<file path="src/rtl/spike_window_acc.sv">
module spike_window_acc #(
  parameter int N   = 128,
  parameter int WIN = 8
) (
  input  logic                            clk,
  input  logic                            rst_n,
  input  logic [N-1:0]                    spike_in,
  output logic [N*($clog2(WIN)+1)-1:0]    counts_out,
  output logic                            out_valid
);

  localparam int K = $clog2(WIN) + 1;
  localparam logic [K-1:0] LAST = K'(WIN - 1);

  logic [K-1:0] phase;
  logic         win_end;

  assign win_end = (phase == LAST);

  always_ff @(posedge clk or negedge rst_n) begin
    if (!rst_n) begin
      phase     <= '0;
      out_valid <= 1'b0;
    end else begin
      phase     <= win_end ? '0 : phase + 1'b1;
      out_valid <= win_end;
    end
  end

  for (genvar i = 0; i < N; i++) begin : g_lane
    logic [K-1:0] cnt;
    logic [K-1:0] cnt_nxt;

    assign cnt_nxt = cnt + K'(spike_in[i]);

    always_ff @(posedge clk or negedge rst_n) begin
      if (!rst_n) begin
        cnt                 <= '0;
        counts_out[i*K +: K] <= '0;
      end else begin
        cnt <= win_end ? '0 : cnt_nxt;
        if (win_end) counts_out[i*K +: K] <= cnt_nxt;
      end
    end
  end

endmodule

</file>
<file path="config.mk">
export PLATFORM = sky130hd
export DESIGN_NAME = spike_window_acc
export DESIGN_NICKNAME = d
export VERILOG_FILES = /design/src/rtl/spike_window_acc.sv
export SDC_FILE = /design/constraint.sdc
export NUM_CORES = 2
export LEC_CHECK = 0
export CORE_UTILIZATION = 54
export CTS_CLUSTER_DIAMETER = 30
export DETAILED_ROUTE_END_ITERATION = 10
export GPL_ROUTABILITY_DRIVEN = 0
export PLACE_DENSITY = 0.8
export SLEW_MARGIN = 20
export SYNTH_ARGS = -nofsm -noshare
export SYNTH_HDL_FRONTEND = slang
export SYNTH_SLANG_ARGS = --single-unit
</file>
<file path="constraint.sdc">
create_clock -name clk -period 2.15 [get_ports clk]
set_input_delay 0.215 -clock clk [delete_from_list [all_inputs] [get_ports clk]]
set_output_delay 0.215 -clock clk [all_outputs]
set_load 0.02 [all_outputs]
</file>
==> results.txt <==
- The flow ran to the end, and the final reports show no timing, DRC or antenna violations.
- Die height: 277 um
* Count of nets after finishing: 4746
- Share of the yosys chip area belonging to registers: 63.2%
- IR analysis of the VDD net gives a maximum drop of 1.05 mV.
- Once the floorplan was initialized, standard cells occupied 54.7% of the core.
- Area enclosed by the die boundary: 0.0766 mm2
- # port buffers: 642
* Buffers and inverters on the worst path: 1
- Transition time of the tightest slew-check pin: 0.636 ns
* Clock network latency to the later pin of the worst-skew pair: 0.75 ns
- Clock sink count: 1029
- Setup violations remaining at the end of the flow were counted as 0.
- Overall fraction of global-route tracks in use: 27.5%
- Number of flops mapped to enable cells by yosys: 0
* Detailed-placement wirelength estimate: 66800 um
- Setup slack on the critical path of the routed design comes to 0.104 ns.
* DRT antenna net count: 0
- The number of antenna violations at the first check in global routing is 11.
- Total via count after detailed routing: 28222
* Vias in the first global route: 30229
* WS Path Type: flip-flop to primary output
- Gate family responsible for the most delay along the worst path: buffers and inverters
* Slowest cell on crit path: clkdlybuf4s50_1
* Pre-CTS WS: 0.330 ns
* Cell Rows: 100
- Fraction of layout cells with a size suffix above 1: 8.39%
- Endpoint required time on the critical path: 1.93 ns
- CTS tree: done
* Kind of path behind the tightest hold check: input port to flip-flop
- Most used flip-flop cell after synthesis: dfrtp_1
- Total negative slack for setup checks: 0 ns
* Clock skew after layout: 0.0308 ns
- The final hold violation count is 0.
* Most frequent cells in the layout: dfrtp_1 (1029), nand2_1 (1024), clkdlybuf4s50_1 (640), nor2_1 (257), ha_1 (257)
* Portion of the clock cycle consumed by the worst path in the final layout: 95.1%
- Total iterations of the first detailed-routing run: 7
* Maximum fanout count along the critical path: 2
- Inserted Clock Buffers: 175
- The floorplan step set the die width to 277 um.
- I/O pin count: 643
- Crit path capture type: primary output
* CTS Buffer Depth: 3
- Entering global routing, the biggest net connects 110 pins.
- After detailed routing, the average wire length per cell comes to 18.8 um.
- Leaving out fill and tap cells, the most frequent cell in the layout is dfrtp_1.
- The synthesized netlist occupies a cell area of 0.0408 mm2.
* Pins over their slew limit: 0
- Global-route wire length before repair: 165000 um
* Number of DRC violations after detailed-routing iteration 0: 1876
- During synthesis, Yosys emitted a total of 0 warnings.
- Final critical path time including I/O delays and setup: 2.05 ns
- After clock tree synthesis, the clock-pin slew on the worst setup and hold paths is 0.06 ns.
- Core outline area: 0.0746 mm2
* Maximum capacitance violations: 0
- In this run the static leakage power is 26.8 nW.
* Flip-flop and latch count after synthesis: 1029
- CTS placed an instance of clkbuf_16 at the clock tree root.
* Rel. slew slack: 57.6%
- Number of distinct library cells after synthesis: 17
- After technology mapping, the gate count stands at 3638.
- Global routing finished with a remaining overflow of 0.
* Post-route DRC violation count: 0
- Buffers added to address setup during post-CTS repair amount to 0.
* CP peak stage delay: 0.72 ns
- FFs w/ async S/R, synth: 100%
- Cells traversed along the worst timing path: clkdlybuf4s50_1
- The routed design has 103000 um of wire.
- STA classifies the critical path startpoint as a flip-flop.
- CTS HTree Levels: 4
* Area growth from synthesis to layout: 33.5%
- A synthesized cell averages 11.2 um2.
- WP data arrival: 1.83 ns
- Detail-routed via count per cell: 5.15
* Setup repair after global routing missed its margin: no
- Power spread over the standard cell area amounts to 1390 mW/mm2.
* Post-synth net total: 4025
- Peak Freq: 489 MHz
final cells by class:
type                            count  area [um2]
Inverter                            1        20.0
Antenna cell                        6        15.0
Clock buffer                      212        4710
Sequential cell                  1029       25700
Timing Repair Buffer              713        7380
Clock inverter                    114        1480
Tap cell                          969        1210
Multi-Input combinational cell   2439       13800
Fill cell                        4744       20200
registers in the layout, indices dropped and copies added (netlist names):
register and flops:
counts_out 512, g_lane.cnt 512, out_valid 1, phase 4
routing by layer:
metal  global-route usage (%)  vias to the layer above  wire, um
li1                         -                    13125         -
met1                     33.3                    14007     40400
met2                     44.6                      817     50400
met3                     8.12                      263      7120
met4                     14.9                       10      5230
met5                        0                        -        67
synth_stat cells, types with 2 or more instances:
cell,number,share of area (%)
nor2_1,257,2.4
xnor2_1,128,2.8
ha_1,257,7.9
buf_6,58,1.6
nand3_1,129,1.6
nand2_1,1024,9.4
o21ai_0,256,3.1
dfrtp_1,1029,63
buf_4,2,0.037
and2_1,256,3.9
buf_2,77,0.95
xor2_1,129,2.8
clkbuf_1,32,0.29
stage by stage:
stage	power [W]	util (%)	std cells	cell area [um2]	hold slack, ns
finish	0.0755	73.0	5483	54400	0.201
global route	0.0784	73.0	5483	54400	0.201
CTS	0.0760	72.9	5477	54400	0.156
detailed placement	0.0468	64.6	5148	48200	0.169
global placement	0.0463	64.6	5148	48200	0.170
floorplan	0.0348	-	3638	40800	-0.0806
what timing repair did:
item	CTS	global route
hold buffers	3	0
resized for setup	1	0
endpoints found under the hold margin	776	0
setup endpoints to repair	1	0
path summary, 6_finish.rpt:
path                                     endpoint  slack (ns)  depth (start not counted)          start
worst max-delay path                counts_out[8]        0.10                          1  counts_out[8]
worst min-delay path               counts_out[92]        0.20                          4   spike_in[23]
worst max register to register  g_lane[48].cnt[3]        0.34                          5       phase[0]
worst min register to register           phase[0]        0.46                          1       phase[0]
max in group asynchronous         counts_out[387]        0.62                          4          rst_n
min in group asynchronous         counts_out[483]        0.55                          3          rst_n
kinds of logic after synthesis:
logic type | after synthesis | synth area share [%]
buffers and inverters | 170 | 2.89
flip-flops | 1029 | 63.2
adder cells (fa/ha/maj) | 257 | 7.89
AO/OA/AOI/OAI | 257 | 3.16
XOR/XNOR | 257 | 5.52
AND/OR/NAND/NOR | 1668 | 17.4
report_power, final:
group	internal [W]	switching, W
clock	0.0185	0.0102
combinational	0.00902	0.0110
sequential	0.0238	0.00302
Note: power is estimated with default switching activity, not from simulation.
